### config.mk
export PLATFORM = sky130hd
export DESIGN_NAME = pio_strobe_engine
export DESIGN_NICKNAME = d
export VERILOG_FILES = /design/src/rtl/pio_strobe_engine.sv
export SDC_FILE = /design/constraint.sdc
export NUM_CORES = 1
export LEC_CHECK = 0
export ABC_AREA = 0
export CAP_MARGIN = 5
export CORE_MARGIN = 4
export CORE_UTILIZATION = 53
export CTS_CLUSTER_DIAMETER = 150
export DETAILED_ROUTE_END_ITERATION = 7
export PLACE_DENSITY = 0.88
export SYNTH_ARGS = -nofsm -noshare
export SYNTH_HDL_FRONTEND = slang
export SYNTH_SLANG_ARGS = --single-unit
export TNS_END_PERCENT = 50
### constraint.sdc
create_clock -name clk -period 3.15 [get_ports clk]
set_input_delay 0.63 -clock clk [delete_from_list [all_inputs] [get_ports clk]]
set_output_delay 0.63 -clock clk [all_outputs]
set_load 0.02 [all_outputs]
### src/rtl/pio_strobe_engine.sv
module pio_strobe_engine #(
  parameter int CLK_PERIOD_NS = 5,
  parameter int ADDR_W        = 4,
  parameter int DATA_ADDR     = 0
) (
  input  logic              clk,
  input  logic              rst_n,
  input  logic              cfg_we,
  input  logic [1:0]        cfg_sel,
  input  logic [31:0]       cfg_wdata,
  input  logic              req_valid,
  output logic              req_ready,
  input  logic              req_write,
  input  logic [ADDR_W-1:0] req_addr,
  input  logic [15:0]       req_wdata,
  output logic              rsp_valid,
  output logic [15:0]       rsp_rdata,
  output logic              busy,
  output logic [ADDR_W-1:0] drv_addr,
  output logic              drv_rd_n,
  output logic              drv_wr_n,
  output logic [15:0]       drv_data_out,
  output logic              drv_data_oe,
  input  logic [15:0]       drv_data_in,
  input  logic              drv_iordy
);
  localparam int P = CLK_PERIOD_NS;
  localparam logic [7:0] D_CYC  = 8'((600 + P - 1) / P);
  localparam logic [7:0] D_W8   = 8'((290 + P - 1) / P);
  localparam logic [7:0] D_W16  = 8'((165 + P - 1) / P);
  localparam logic [7:0] D_HOLD = 8'((30 + P - 1) / P);
  localparam logic [7:0] D_SET  = 8'((70 + P - 1) / P);
  localparam logic [7:0] D_RDY  = 8'((35 + P - 1) / P);

  typedef enum logic [2:0] {S_IDLE, S_SETUP, S_STROBE, S_HOLD, S_RECOV} st_t;

  st_t st;
  logic ctl_rst, ctl_rdy;
  logic [31:0] tim_a, tim_b;
  logic [7:0] cnt, tot;
  logic is_wr, is_data, done_q;
  logic [ADDR_W-1:0] addr_q;
  logic [15:0] wdata_q, rdata_q;

  function automatic logic [7:0] nz(input logic [7:0] v);
    return (v == 8'd0) ? 8'd1 : v;
  endfunction

  wire [7:0] t_cyc  = nz(tim_a[31:24]);
  wire [7:0] t_w8   = nz(tim_a[23:16]);
  wire [7:0] t_w16  = nz(tim_a[15:8]);
  wire [7:0] t_rec  = nz(tim_a[7:0]);
  wire [7:0] t_hold = nz(tim_b[31:24]);
  wire [7:0] t_set  = nz(tim_b[23:16]);
  wire [7:0] t_rdy  = nz(tim_b[15:8]);

  wire [7:0] t_width   = is_data ? t_w16 : t_w8;
  wire [7:0] cnt_inc   = (cnt == 8'hFF) ? cnt : cnt + 8'd1;
  wire [7:0] tot_inc   = (tot == 8'hFF) ? tot : tot + 8'd1;
  wire strobe_end      = (cnt >= t_width) && (!ctl_rdy || ((cnt >= t_rdy) && drv_iordy));
  wire recov_end       = (tot >= t_cyc) && (is_data || (cnt >= t_rec));

  always_ff @(posedge clk or negedge rst_n) begin
    if (!rst_n) begin
      ctl_rst <= 1'b0;
      ctl_rdy <= 1'b0;
      tim_a   <= {D_CYC, D_W8, D_W16, 8'd0};
      tim_b   <= {D_HOLD, D_SET, D_RDY, 8'd0};
    end else if (cfg_we) begin
      case (cfg_sel)
        2'd0: begin ctl_rst <= cfg_wdata[31]; ctl_rdy <= cfg_wdata[24]; end
        2'd1: tim_a <= cfg_wdata;
        2'd2: tim_b <= cfg_wdata;
        default: ;
      endcase
    end
  end

  always_ff @(posedge clk or negedge rst_n) begin
    if (!rst_n) begin
      st <= S_IDLE; cnt <= '0; tot <= '0; done_q <= 1'b0;
      is_wr <= 1'b0; is_data <= 1'b0; addr_q <= '0; wdata_q <= '0; rdata_q <= '0;
    end else if (ctl_rst) begin
      st <= S_IDLE; done_q <= 1'b0;
    end else begin
      if (st != S_IDLE) tot <= tot_inc;
      case (st)
        S_IDLE: begin
          done_q <= 1'b0;
          if (req_valid) begin
            st <= S_SETUP; cnt <= 8'd1; tot <= 8'd1;
            is_wr <= req_write; addr_q <= req_addr; wdata_q <= req_wdata;
            is_data <= (req_addr == ADDR_W'(DATA_ADDR));
          end
        end
        S_SETUP:  if (cnt >= t_set) begin st <= S_STROBE; cnt <= 8'd1; end else cnt <= cnt_inc;
        S_STROBE: if (strobe_end) begin
                    st <= S_HOLD; cnt <= 8'd1;
                    if (!is_wr) rdata_q <= drv_data_in;
                  end else cnt <= cnt_inc;
        S_HOLD:   if (cnt >= t_hold) begin st <= S_RECOV; cnt <= 8'd1; end else cnt <= cnt_inc;
        S_RECOV:  if (recov_end) begin st <= S_IDLE; done_q <= 1'b1; end else cnt <= cnt_inc;
        default:  st <= S_IDLE;
      endcase
    end
  end

  assign req_ready    = (st == S_IDLE) && !ctl_rst;
  assign busy         = (st != S_IDLE);
  assign drv_addr     = addr_q;
  assign drv_rd_n     = !((st == S_STROBE) && !is_wr);
  assign drv_wr_n     = !((st == S_STROBE) && is_wr);
  assign drv_data_out = wdata_q;
  assign drv_data_oe  = is_wr && (st == S_SETUP || st == S_STROBE || st == S_HOLD);
  assign rsp_valid    = done_q;
  assign rsp_rdata    = rdata_q;

  assert_strobes_exclusive_R11: assert property (@(posedge clk) disable iff (!rst_n)
    !(!drv_rd_n && !drv_wr_n));
  assert_ready_when_idle_R11: assert property (@(posedge clk) disable iff (!rst_n)
    req_ready |-> !busy);
  assert_reset_bit_idles_R9: assert property (@(posedge clk) disable iff (!rst_n)
    ctl_rst |=> (!busy && !rsp_valid));
  assert_setup_first_R3: assert property (@(posedge clk) disable iff (!rst_n)
    $rose(busy) |-> (drv_rd_n && drv_wr_n));
  assert_oe_not_on_read_R5: assert property (@(posedge clk) disable iff (!rst_n)
    drv_data_oe |-> drv_rd_n);
  assert_done_after_busy_R7: assert property (@(posedge clk) disable iff (!rst_n)
    $rose(rsp_valid) |-> $fell(busy));
endmodule

==> summary.txt, run 1 <==
Worst setup path
  – Worst r2r src: is_data
  – R2R Setup Slk: 0.36 ns
  – WP buf/inv: 2
  – Crit-path max FO: 13
  – Startpoint Class: register
  – R2R depth: 8
  – RR Endpoint: rsp_rdata[4]
  – Setup CP Type: register to output port
  – CP endpoint kind: output port
  – CP max-delay cell: clkdlybuf4s50_1
  – WP depth: 4
  – CP required: 2.52 ns
  – CP peak stage delay: 0.65 ns
  – Worst path top cell family by delay: buffers and inverters
  – Critical path data arrival time: 2.24 ns
  – CP cell instances: nor3_2, inv_1, nor2_1, clkdlybuf4s50_1

Yosys
  – #FFs+latches synth: 116
  – Mux contribution to synthesized area: 0.145
  – Asr flop ratio synth: 1.00
  – Cells after synthesis: 577
  – Netlist cell types: 62
  – Synthesized area: 6280 um2
  – Synth warnings: 0
  – Xor and xnor area share after synthesis: 0.00558
  – Largest family of logic cells by synthesized area: multiplexers
  – Post-Synth Adder-Cell Area: 0.0996
  – Number of flops mapped to enable cells by yosys: 0
  – Area fraction in and, or, nand and nor cells after synthesis: 0.134
  – Syn_area_per_cell: 10.9 um2
  – Seq/Total Area, Yosys: 0.466
  – Syn nets: 703
  – Compound-Gate Fraction of Synth Area: 0.109
  – Primary FF master, synth: dfrtp_1

Finish
  – Final Util: 0.711
  – Share of layout cells above drive strength 1: 0.202
  – Filler Cell Count: 847
  – N_diodes: 0
  – Most frequent cells in the layout: 116 x clkdlybuf4s50_1, 98 x dfrtp_1, 85 x nand2_1
  – P&R area growth vs syn: 30.4%
  – Nets: 826
  – Most common cell after layout, fill and taps aside: clkdlybuf4s50_1

Global routing
  – Vias in the first global route: 5487
  – First-pass GRT wire length: 27000 um
  – Global Route Usage Sum: 0.256
  – GR Overflow Total: 0
  – Antenna violations before repair: 0
  – Largest net degree at the start of global routing: 66

Drt
  – Detailed Routing Iterations Pass 1: 5
  – Final ANT Viol Nets: 0
  – DR WL met3: 1050 um
  – Vias post-DR: 4962
  – Drt wl/cell: 19.1 um
  – Routed WL: 16300 um
  – Iter 0 DRT Violations: 350
  – Max layer used: met4
  – Via/cell ratio: 5.80
  – Wl on met1: 6530 um
  – Residual DRC: 0
  – Met2 wire len: 8350 um

Clock tree
  – Clock sink total: 116
  – Root buf cell: clkbuf_16
  – Max clock buf depth: 2
  – Clock slew at reported path FFs: 0.05 ns
  – Post-CTS sizing: 0
  – CTS Buf Count: 17
  – TritonCTS clock tree: yes
  – Worst skew pair latency: 0.42 ns
  – Setup bufs post-CTS: 0
  – H-tree levels: 4
  – Hold Buf Count CTS: 0

Placed design
  – Placer Congestion: 0.912
  – Port Buffer Count: 117
  – HPWL after detailed placement: 11600 um

Die
  – Num rows: 39
  – Die area: 13700 um2
  – Die X: 117 um
  – Die Y: 117 um
  – I/O pin count: 118
  – CORE AREA: 11500 um2
  – Initial Util: 0.545

STA
  – Fmax: 348 MHz
  – Setup TNS: 0 ns
  – Final Hold Viols: 0
  – # setup viols final: 0
  – Tmin final: 2.87 ns
  – Max transition margin: 0.432
  – Setup Skew: 0.00916 ns
  – Worst-Margin Slew: 0.850 ns
  – Final Slew Violations: 0
  – RSZ-0062 raised after global routing: false
  – Min Hold Slack: 0.249 ns
  – Final period utilization: 0.913

Job
  – Max Cap Viol: 0

Pwr
  – Pwr Density: 786 nW/um2
  – Leak: 0.00384 uW
  – Max VDD drop: 0.000566 V

Outcome
  – Status: finished clean

Worst hold path
  – Worst min path class: primary input to asynchronous set/reset pin
## metal layers
layer,GRT usage,vias to the layer above
li1,-,2312
met1,0.305,2449
met2,0.440,170
met3,0.0843,31
met4,0.0849,0
met5,0,-
## where the power goes
group | total (uW) | switching [uW] | internal (uW)
Clock | 1920 | 665 | 1260
Sequential | 2270 | 367 | 1900
Combinational | 2240 | 1190 | 1050
Total | 6440 | 2220 | 4210
## worst register-to-register path, stage by stage, from the launching register on
cell and delay [ns]:
dfrtp_1 0.70, mux2i_1 0.36, ha_1 0.30, nand4_1 0.12, nor2_1 0.05, a211o_1 0.26, o22a_2 0.26, nand3b_4 0.25
mux2_2 0.38
## state kept, by name, summed over array words and instances, names as in the netlist
register / count
tim_a: 32
tim_b: 24
drv_data_out: 16
rsp_rdata: 16
cnt: 8
tot: 8
drv_addr: 4
st: 3
ctl_rdy: 1
ctl_rst: 1
is_data: 1
is_wr: 1
rsp_valid: 1
## stage by stage
step                std cells  power [uW]  cell area (um2)  setup slack [ns]
floorplan                 577        3540             6280             0.530
global placement          824        4320             7580             0.483
detailed placement        824        4470             7580             0.414
CTS                       855        6450             8180             0.115
global route              855        6820             8190             0.104
finish                    855        6440             8190             0.276
## how the worst max path moves through the flow
| stage | startpoint | to | slack (ns) |
|---|---|---|---|
| finish | st[1] | req_ready | 0.28 |
| CTS | st[1] | req_ready | 0.12 |
| global route | st[1] | req_ready | 0.10 |
| floorplan | is_data | rsp_rdata[0] | 0.53 |
| global placement | tim_b[9] | rsp_rdata[4] | 0.48 |
| detailed placement | tim_b[10] | rsp_rdata[1] | 0.41 |
## cells in the mapped netlist, types with 6 or more instances
master    instances  area, um2
mux2i_1           9       90.1
nand2_1          85        319
nand4_1           6       37.5
nand3_1          12       60.1
buf_2             7       35.0
ha_1             50        626
dfrtp_1          98       2450
nor2_1           20       75.1
o21ai_0          14       70.1
mux2_2           73        822
a211oi_1          6       45.0
clkbuf_1          6       22.5
nand2b_1          8       50.1
dfstp_2          18        473
inv_1            46        173
and3_1            7       43.8
nor3_1            9       45.0
nor4_1            8       50.1
a21oi_1          21        105
## cells by family (layout without fill, tap and decap cells)
| kind of cell | count (synthesis) | count (layout) |
|---|---|---|
| compound gates | 88 | 88 |
| mux | 82 | 82 |
| xor+xnor | 4 | 4 |
| flops | 116 | 116 |
| simple gates | 174 | 174 |
| buf+inv | 63 | 198 |
| fa+ha+maj | 50 | 50 |
## cell type report
cell class	count	area, um2	share of cell area
sequential	116	2930	0.357
tap	143	179	0.0219
timing repair buffer	121	1210	0.148
multi-input combinational	398	3100	0.379
clock buffer	23	498	0.0608
clock inverter	8	98.8	0.0121
inverter	46	173	0.0211
Power figures use the tool's default switching activity.
==> run 2: changes to the inputs <==
--- a/config.mk
+++ b/config.mk
@@ -12,6 +12,7 @@
 export CTS_CLUSTER_DIAMETER = 150
 export DETAILED_ROUTE_END_ITERATION = 7
 export PLACE_DENSITY = 0.88
+export SETUP_SLACK_MARGIN = 0.02
 export SYNTH_ARGS = -nofsm -noshare
 export SYNTH_HDL_FRONTEND = slang
 export SYNTH_SLANG_ARGS = --single-unit
==> results of run 2 <==
No change in the layout: final DEF, timing and power equal those of run 1.
==> run 3: changes to the inputs <==
--- a/config.mk
+++ b/config.mk
@@ -5,8 +5,7 @@
 export SDC_FILE = /design/constraint.sdc
 export NUM_CORES = 1
 export LEC_CHECK = 0
-export ABC_AREA = 0
-export CAP_MARGIN = 5
+export CAP_MARGIN = 25
 export CORE_MARGIN = 4
 export CORE_UTILIZATION = 53
 export CTS_CLUSTER_DIAMETER = 150
==> results of run 3 <==
No change in the layout: final DEF, timing and power equal those of run 1.
